[src/rtl/vpm_pkg.sv]
package vpm_pkg;

  localparam int REG_W     = 8;
  localparam int PG_W      = 3;
  localparam int PAGE_LOG2 = 14;
  localparam int ROW_W     = 2;
  localparam int DISP_W    = PAGE_LOG2 - 1;
  localparam int MAP_W     = PG_W + PAGE_LOG2;
  localparam int WIN_LOG2  = PAGE_LOG2 + 1;

  typedef enum logic [1:0] {
    AM_TEXT  = 2'b00,
    AM_LORES = 2'b01,
    AM_RSVD  = 2'b10,
    AM_HIRES = 2'b11
  } amode_e;

  typedef struct packed {
    amode_e          mode;
    logic [PG_W-1:0] cpu_pg;
    logic [PG_W-1:0] crt_pg;
  } page_reg_t;

endpackage

[src/rtl/vpm_rst_sync.sv]
module vpm_rst_sync (
  input  logic clk,
  input  logic rst_n_in,
  output logic rst_n_out
);

  logic [1:0] sync_q;
  logic [1:0] sync_d;

  always_comb begin
    sync_d = {sync_q[0], 1'b1};
  end

  always_ff @(posedge clk or negedge rst_n_in) begin
    if (!rst_n_in) begin
      sync_q <= 2'b00;
    end else begin
      sync_q <= sync_d;
    end
  end

  assign rst_n_out = sync_q[1];

endmodule

[src/rtl/vpm_page_reg.sv]
module vpm_page_reg
  import vpm_pkg::*;
(
  input  logic             clk,
  input  logic             rst_n,
  input  logic             wr_en,
  input  logic [REG_W-1:0] wr_data,
  input  logic             ext_ram,
  output logic [PG_W-1:0]  crt_pg,
  output logic [PG_W-1:0]  cpu_pg,
  output amode_e           mode
);

  page_reg_t pg_q;
  page_reg_t pg_d;

  always_comb begin
    pg_d = page_reg_t'(wr_data);
  end

  always_ff @(posedge clk or negedge rst_n) begin
    if (!rst_n) begin
      pg_q <= '0;
    end else if (wr_en) begin
      pg_q <= pg_d;
    end
  end

  // effective selects after don't-care masking
  always_comb begin
    crt_pg = pg_q.crt_pg;
    cpu_pg = pg_q.cpu_pg;
    mode   = pg_q.mode;
    if (!ext_ram) begin
      crt_pg[PG_W-1] = 1'b0;
      cpu_pg[PG_W-1] = 1'b0;
    end
    if (pg_q.mode == AM_HIRES) begin
      crt_pg[0] = 1'b0;
    end
  end

  assert_wr_load_R2 : assert property (@(posedge clk) disable iff (!rst_n)
    wr_en |=> (pg_q == page_reg_t'($past(wr_data))));

  assert_wr_hold_R2 : assert property (@(posedge clk) disable iff (!rst_n)
    !wr_en |=> $stable(pg_q));

endmodule

[src/rtl/vpm_fetch_map.sv]
module vpm_fetch_map
  import vpm_pkg::*;
#(
  parameter int PHYS_W = 20
) (
  input  logic [PG_W-1:0]   crt_pg,
  input  amode_e            mode,
  input  logic [DISP_W-1:0] disp_addr,
  input  logic [ROW_W-1:0]  row_scan,
  output logic [PHYS_W-1:0] fetch_addr
);

  localparam int OFS_W = PAGE_LOG2 + 1;

  logic [OFS_W-1:0] ofs;
  logic [MAP_W-1:0] base;
  logic [MAP_W-1:0] sum;

  always_comb begin
    unique case (mode)
      AM_LORES: ofs = {1'b0, row_scan[0], disp_addr[DISP_W-2:0], 1'b0};
      AM_HIRES: ofs = {row_scan[1], row_scan[0], disp_addr[DISP_W-2:0], 1'b0};
      default:  ofs = {1'b0, disp_addr, 1'b0};
    endcase
  end

  always_comb begin
    base = {crt_pg, {PAGE_LOG2{1'b0}}};
    sum  = base + MAP_W'(ofs);
  end

  if (PHYS_W > MAP_W) begin : g_pad
    assign fetch_addr = {{(PHYS_W-MAP_W){1'b0}}, sum};
  end else begin : g_exact
    assign fetch_addr = sum;
  end

endmodule

[src/rtl/vpm_host_map.sv]
module vpm_host_map
  import vpm_pkg::*;
#(
  parameter int                PHYS_W   = 20,
  parameter logic [PHYS_W-1:0] WIN_BASE = 20'hB8000
) (
  input  logic [PG_W-1:0]   cpu_pg,
  input  logic [PHYS_W-1:0] host_addr,
  output logic [PHYS_W-1:0] host_phys,
  output logic              host_hit
);

  localparam logic [PHYS_W-WIN_LOG2-1:0] WIN_TAG = WIN_BASE[PHYS_W-1:WIN_LOG2];

  logic [PHYS_W-1:0] redirect;

  always_comb begin
    host_hit = (host_addr[PHYS_W-1:WIN_LOG2] == WIN_TAG);
  end

  if (PHYS_W > MAP_W) begin : g_pad
    assign redirect = {{(PHYS_W-MAP_W){1'b0}}, cpu_pg, host_addr[PAGE_LOG2-1:0]};
  end else begin : g_exact
    assign redirect = {cpu_pg, host_addr[PAGE_LOG2-1:0]};
  end

  always_comb begin
    host_phys = host_hit ? redirect : host_addr;
  end

endmodule

[src/rtl/vid_page_map.sv]
module vid_page_map
  import vpm_pkg::*;
#(
  parameter int                PHYS_W   = 20,
  parameter logic [PHYS_W-1:0] WIN_BASE = 20'hB8000
) (
  input  logic              clk,
  input  logic              rst_n,
  input  logic              ext_ram_present,
  input  logic              reg_wr_en,
  input  logic [REG_W-1:0]  reg_wr_data,
  input  logic [DISP_W-1:0] disp_addr,
  input  logic [ROW_W-1:0]  row_scan,
  output logic [PHYS_W-1:0] fetch_addr,
  input  logic [PHYS_W-1:0] host_addr,
  output logic [PHYS_W-1:0] host_phys,
  output logic              host_hit
);

  localparam logic [PHYS_W:0] WIN_END = {1'b0, WIN_BASE} + ((PHYS_W+1)'(1) << WIN_LOG2);

  logic            rst_n_core;
  logic [PG_W-1:0] crt_pg;
  logic [PG_W-1:0] cpu_pg;
  amode_e          mode;

  vpm_rst_sync u_rst (
    .clk       (clk),
    .rst_n_in  (rst_n),
    .rst_n_out (rst_n_core)
  );

  vpm_page_reg u_reg (
    .clk     (clk),
    .rst_n   (rst_n_core),
    .wr_en   (reg_wr_en),
    .wr_data (reg_wr_data),
    .ext_ram (ext_ram_present),
    .crt_pg  (crt_pg),
    .cpu_pg  (cpu_pg),
    .mode    (mode)
  );

  vpm_fetch_map #(.PHYS_W(PHYS_W)) u_fetch (
    .crt_pg     (crt_pg),
    .mode       (mode),
    .disp_addr  (disp_addr),
    .row_scan   (row_scan),
    .fetch_addr (fetch_addr)
  );

  vpm_host_map #(.PHYS_W(PHYS_W), .WIN_BASE(WIN_BASE)) u_host (
    .cpu_pg    (cpu_pg),
    .host_addr (host_addr),
    .host_phys (host_phys),
    .host_hit  (host_hit)
  );

  assert_passthru_R5 : assert property (@(posedge clk) disable iff (!rst_n)
    ((host_addr < WIN_BASE) || ({1'b0, host_addr} >= WIN_END))
      |-> (!host_hit && (host_phys == host_addr)));

  assert_noexp_R6 : assert property (@(posedge clk) disable iff (!rst_n)
    !ext_ram_present |-> (!fetch_addr[MAP_W-1] && (!host_hit || !host_phys[MAP_W-1])));

  assert_lores_row_R8 : assert property (@(posedge clk) disable iff (!rst_n)
    (mode == AM_LORES) |-> (fetch_addr[PAGE_LOG2-1] == row_scan[0]));

  assert_hires_row_R9 : assert property (@(posedge clk) disable iff (!rst_n)
    (mode == AM_HIRES) |-> (fetch_addr[PAGE_LOG2:PAGE_LOG2-1] == row_scan));

  assert_fetch_low_R3 : assert property (@(posedge clk) disable iff (!rst_n)
    $changed(fetch_addr) |-> (fetch_addr < (PHYS_W'(1) << MAP_W)));

endmodule

[config.mk]
export PLATFORM = sky130hd
export DESIGN_NAME = vid_page_map
export DESIGN_NICKNAME = d
export VERILOG_FILES = /design/src/rtl/vpm_pkg.sv /design/src/rtl/vpm_rst_sync.sv /design/src/rtl/vpm_page_reg.sv /design/src/rtl/vpm_fetch_map.sv /design/src/rtl/vpm_host_map.sv /design/src/rtl/vid_page_map.sv
export SDC_FILE = /design/constraint.sdc
export NUM_CORES = 1
export LEC_CHECK = 0
export CORE_UTILIZATION = 30
export CTS_CLUSTER_DIAMETER = 150
export DETAILED_ROUTE_END_ITERATION = 10
export DONT_BUFFER_PORTS = 1
export PLACE_DENSITY = 0.53
export SYNTH_ARGS = -nofsm -noshare
export SYNTH_HDL_FRONTEND = slang
export SYNTH_SLANG_ARGS = --single-unit
[constraint.sdc]
create_clock -name clk -period 2.2 [get_ports clk]
set_clock_uncertainty 0.2 [all_clocks]
set_input_delay 0.22 -clock clk [delete_from_list [all_inputs] [get_ports clk]]
set_output_delay 0.22 -clock clk [all_outputs]
set_load 0.01 [all_outputs]
# Word-level counts from Yosys, hierarchy flattened
# Index checks and enable logic that the tools add are counted.
# Widths: inputs -> output; s select.
[word_totals]
ff_bits = 10
in_bits = 47
out_inout_bits = 41
wordCells = 13
[op_classes]
add_sub_neg = 1
eq_ne = 3
mux = 5
[ops]
columns = ["operator", "count"]
rows = [
  ["$pmux 15 s2", 1],
  ["$mux 20", 1],
  ["$add 17x15->17", 1],
  ["$eq 5x5->1 const B", 1],
  ["$mux 1", 3],
  ["$eq 2x1->1 const B", 1],
  ["$eq 2x2->1 const B", 1],
]

# Logic depth before layout (Yosys ltp)
[logic_depth]
ltp_word = 3
depth_mapped = 4
depth_no_buf = 4

# Hierarchy
# A second synthesis with hierarchy kept.
[unflattened]
cells_unflattened = 73
area_unflattened_um2 = 794.5
[by_module_without_submodules]
columns = ["module", "instances", "cells_per_inst", "area_per_inst_um2", "seq_area_each_um2"]
rows = [
  ["vpm_page_reg", 1, 25, 389.1, 200.2],
  ["vpm_fetch_map", 1, 22, 180.2, 0.0],
  ["vpm_host_map", 1, 23, 171.4, 0.0],
  ["vpm_rst_sync", 1, 3, 53.8, 50.0],
]

# Least setup slack after synthesis
# No wires, ideal clock.
[synth_timing]
path_kind = "in2out"
from = "input host_addr[18]"
to = "output host_phys[14]"
arrival_time_ns = 0.937
required_time_ns = 1.780
setup_slack_ns = 0.843
cell_stages = 4
n_path_buf = 0
path_cell_list = "and4b_1 -> nand2_2 -> inv_2 -> mux2_4"
[synth_between]
elab_chain_len = 2
[synth_lines]
columns = ["item", "line", "source"]
rows = [
  ["start, declared", "vid_page_map.sv:15", "input logic [PHYS_W-1:0] host_addr,"],
  ["$eq 5x5->1", "vpm_host_map.sv:18", "host_hit = (host_addr[PHYS_W-1:WIN_LOG2] == WIN_TAG);"],
  ["net host_hit", "vid_page_map.sv:17", "output logic host_hit"],
  ["$mux 20", "vpm_host_map.sv:28", "host_phys = host_hit ? redirect : host_addr;"],
  ["end, declared", "vid_page_map.sv:16", "output logic [PHYS_W-1:0] host_phys,"],
]
# The timed path passes the listed nets, and every way through them passes these cells.

# Worst setup path after layout
[layout_timing]
from = "input reg_wr_data[0]"
to = "register u_reg.pg_q[0] (netlist name)"
[layout_rtl]
columns = ["item", "line", "source"]
rows = [
  ["start, declared", "vid_page_map.sv:11", "input logic [REG_W-1:0] reg_wr_data,"],
  ["end signal, assigned", "vpm_page_reg.sv:25", "pg_q <= pg_d;"],
  ["end, declared", "vpm_page_reg.sv:14", "page_reg_t pg_q;"],
]
# No word-level cell between the ends.

==> key figures <==
Status
  – Status: finished, final reports clean

Clock network
  – Root buffer cell: clkbuf_4
  – TritonCTS Buffers: 3
  – CTS tree: built
  – Max clock buf depth: 2
  – H-tree depth: 1
  – Clock Pin Slew Worst Setup and Hold Paths: 0.06 ns
  – Worst-Skew Late Latency: 0.25 ns
  – Postcts setup bufs: 0
  – Hold_buf cts: 19
  – Clock sinks: 10
  – Post-CTS Resized: 0

Critical path
  – Worst setup EP type: register
  – Worst R2R Path Depth: 2
  – Reg2reg end: u_reg.mode[0]$_DFFE_PN0P_
  – CP Class: input port to register
  – CP Capture Point: u_reg.pg_q[0]$_DFFE_PN0P_
  – Worst EP required: 2.13 ns
  – Crit path launch: reg_wr_data[0]
  – CP Data Arrival Time: 1.57 ns
  – CP Launch Type: input port
  – Flop-to-flop setup slack: 0.67 ns
  – CP Max Fanout: 1
  – RR Startpoint: u_reg.mode[0]$_DFFE_PN0P_

Drt
  – Initial DRC count: 0
  – Via/cell ratio: 4.562
  – # DRC: 0
  – WL per Instance: 15.15 µm
  – Router iterations before antenna repair: 1
  – DRT Wirelength: 1348 µm
  – Via Count: 406
  – Antenna Nets Post-Route: 0

STA
  – Slew Limit Fails: 0
  – Min cycle time layout: 1.640 ns
  – Period utilization: 74.55%
  – Max Fclk: 609.7 MHz
  – Final hold violation count: 0
  – Setup TNS: 0 ns
  – Final setup viols: 0
  – Setup WS post-layout: 0.5598 ns
  – RSZ-0062 raised after global routing: false

Final layout
  – Area growth, synth to finish: 3.357%
  – ANT cells: 0
  – Commonest non-fill, non-tap cells in the layout: dlygate4sd3_1 (19), mux2_2 (10), dfrtp_1 (10), conb_1 (6)
  – Final #Nets: 111
  – Layout cells sized above 1: 29.51%
  – Fin cells: 89
  – Leading cell type in the layout, fill and taps excluded: dlygate4sd3_1

Power and ir drop
  – Comb pwr share: 21.8%
  – Sw frac: 23.13%
  – Flop pwr share: 49.9%
  – Power density cells: 572.0 mW/mm²
  – Max IR drop VDD: 300.0 µV
  – Leak: 0.3186 nW
  – Psw: 0.09684 mW
  – Internal power: 0.3218 mW
  – Clk pwr share: 28.3%

Die
  – Initial core utilization: 32.01%
  – Core ar.: 0.002212 mm²
  – I/O pin count: 88
  – Die X-Extent: 50.59 µm
  – Die area: 0.002559 mm²
  – Row count: 17
  – Chip Height: 50.59 µm

Synth
  – Seq/Total Area, Yosys: 35.34%
  – Distinct cells, synth: 17
  – Cell Area, Synth: 708.2 µm²
  – Synth area leader: dfrtp_1
  – Mean Syn Cell Area: 10.57 µm²
  – Top cells by area, synth: dfrtp_1 (35%), buf_4 (32%), mux2_2 (16%), mux2_4 (2.1%), ha_1 (1.8%)
  – Syn Inst Count: 67
  – Seq cells post-synth: 10
  – Top cell type's share of synthesized area: 35.34%
  – YS warnings: 0

Placement
  – Placer Congestion: 0.6299
  – PortBufs: 0
  – Pre-CTS WS: 0.7927 ns
  – Post-DP HPWL: 969.7 µm
  – Cells after DPL: 67

GRT
  – Pin count of the biggest net entering global routing: 9
  – Initial antenna violation count: 0
  – First-pass GRT wire length: 2097 µm
  – Vias in the first global route: 444
  – GRT Resource Usage Total: 11.31%
  – GR Overflow Total: 0

Worst hold path
  – Cell depth of the worst hold path: 0
  – HP Class: register to register

Flow run
  – Max cap viols: 0
## worst max-delay path: stages
cell and delay, ns:
dlygate4sd3_1 0.53, mux2_2 0.27, dlygate4sd3_1 0.55
## layout make-up
type | count | area (µm²)
flip-flops and latches | 10 | 250.2
multi-input cells | 28 | 230.2
well taps | 28 | 35.03
fillers | 237 | 1480
repair buffers | 19 | 190.2
inverters | 1 | 3.754
clock buffers | 3 | 22.52
## flip-flops by register name, summed over array words and instances, names as in the netlist
name / count
u_rst.sync_q: 2
u_reg.pg_q: 3
u_reg.cpu_pg: 2
u_reg.mode: 2
u_reg.crt_pg: 1
## Yosys cell counts (all sizes together)
| cell type | count |
|---|---|
| mux2 | 11 |
| nand2 | 4 |
| a21boi | 1 |
| and2 | 1 |
| dlygate4sd1 | 1 |
| inv | 1 |
| conb | 2 |
| and2b | 1 |
| and4b | 1 |
| o21a | 1 |
| buf | 31 |
| xnor2 | 1 |
| ha | 1 |
| dfrtp | 10 |
## cell families after synthesis
group           synth area share, %
flops                         35.34
buf+inv                       34.28
simple gates                  6.185
mux                           18.02
fa+ha+maj                     1.767
other cells                   1.060
compound gates                2.121
xor+xnor                      1.237
## worst min-delay path by stage
stage | start | endpoint | slack, ns
floorplan | rst_n | u_rst.sync_q[0]$_DFF_PN0_ | -0.28
global placement | rst_n | u_rst.sync_q[0]$_DFF_PN0_ | -0.28
detailed placement | rst_n | u_rst.sync_q[1]$_DFF_PN0_ | -0.28
CTS | u_rst.sync_q[0]$_DFF_PN0_ | u_rst.sync_q[1]$_DFF_PN0_ | 0.15
global route | u_rst.sync_q[0]$_DFF_PN0_ | u_rst.sync_q[1]$_DFF_PN0_ | 0.17
finish | u_rst.sync_q[0]$_DFF_PN0_ | u_rst.sync_q[1]$_DFF_PN0_ | 0.15
## power by group through the flow
stage	logic (mW)	registers, mW	clock network [mW]
2_1_floorplan	0.105	0.212	0
3_3_place_gp	0.0504	0.215	0
3_5_place_dp	0.0514	0.215	0
4_1_cts	0.0902	0.209	0.124
5_1_grt	0.0999	0.211	0.131
6_report	0.0913	0.209	0.118
## metrics by stage
step | total power [mW] | instance area, µm² | hold slack [ns] | util, %
floorplan | 0.3171 | 723.2 | -0.2756 | -
global placement | 0.2656 | 519.2 | -0.2755 | 23.47
detailed placement | 0.2668 | 519.2 | -0.2755 | 23.47
CTS | 0.4229 | 732.0 | 0.1541 | 33.09
global route | 0.4426 | 732.0 | 0.1675 | 33.09
finish | 0.4187 | 732.0 | 0.1530 | 33.09
## routing by layer
layer / GRT usage, % / up-vias / wire [µm]
met5: 0 / - / 0
met3: 4.545 / 14 / 209
li1: - / 168 / -
met4: 11.57 / 0 / 82
met1: 9.926 / 191 / 392
met2: 18.89 / 33 / 664
Note: power is estimated with default switching activity, not from simulation.
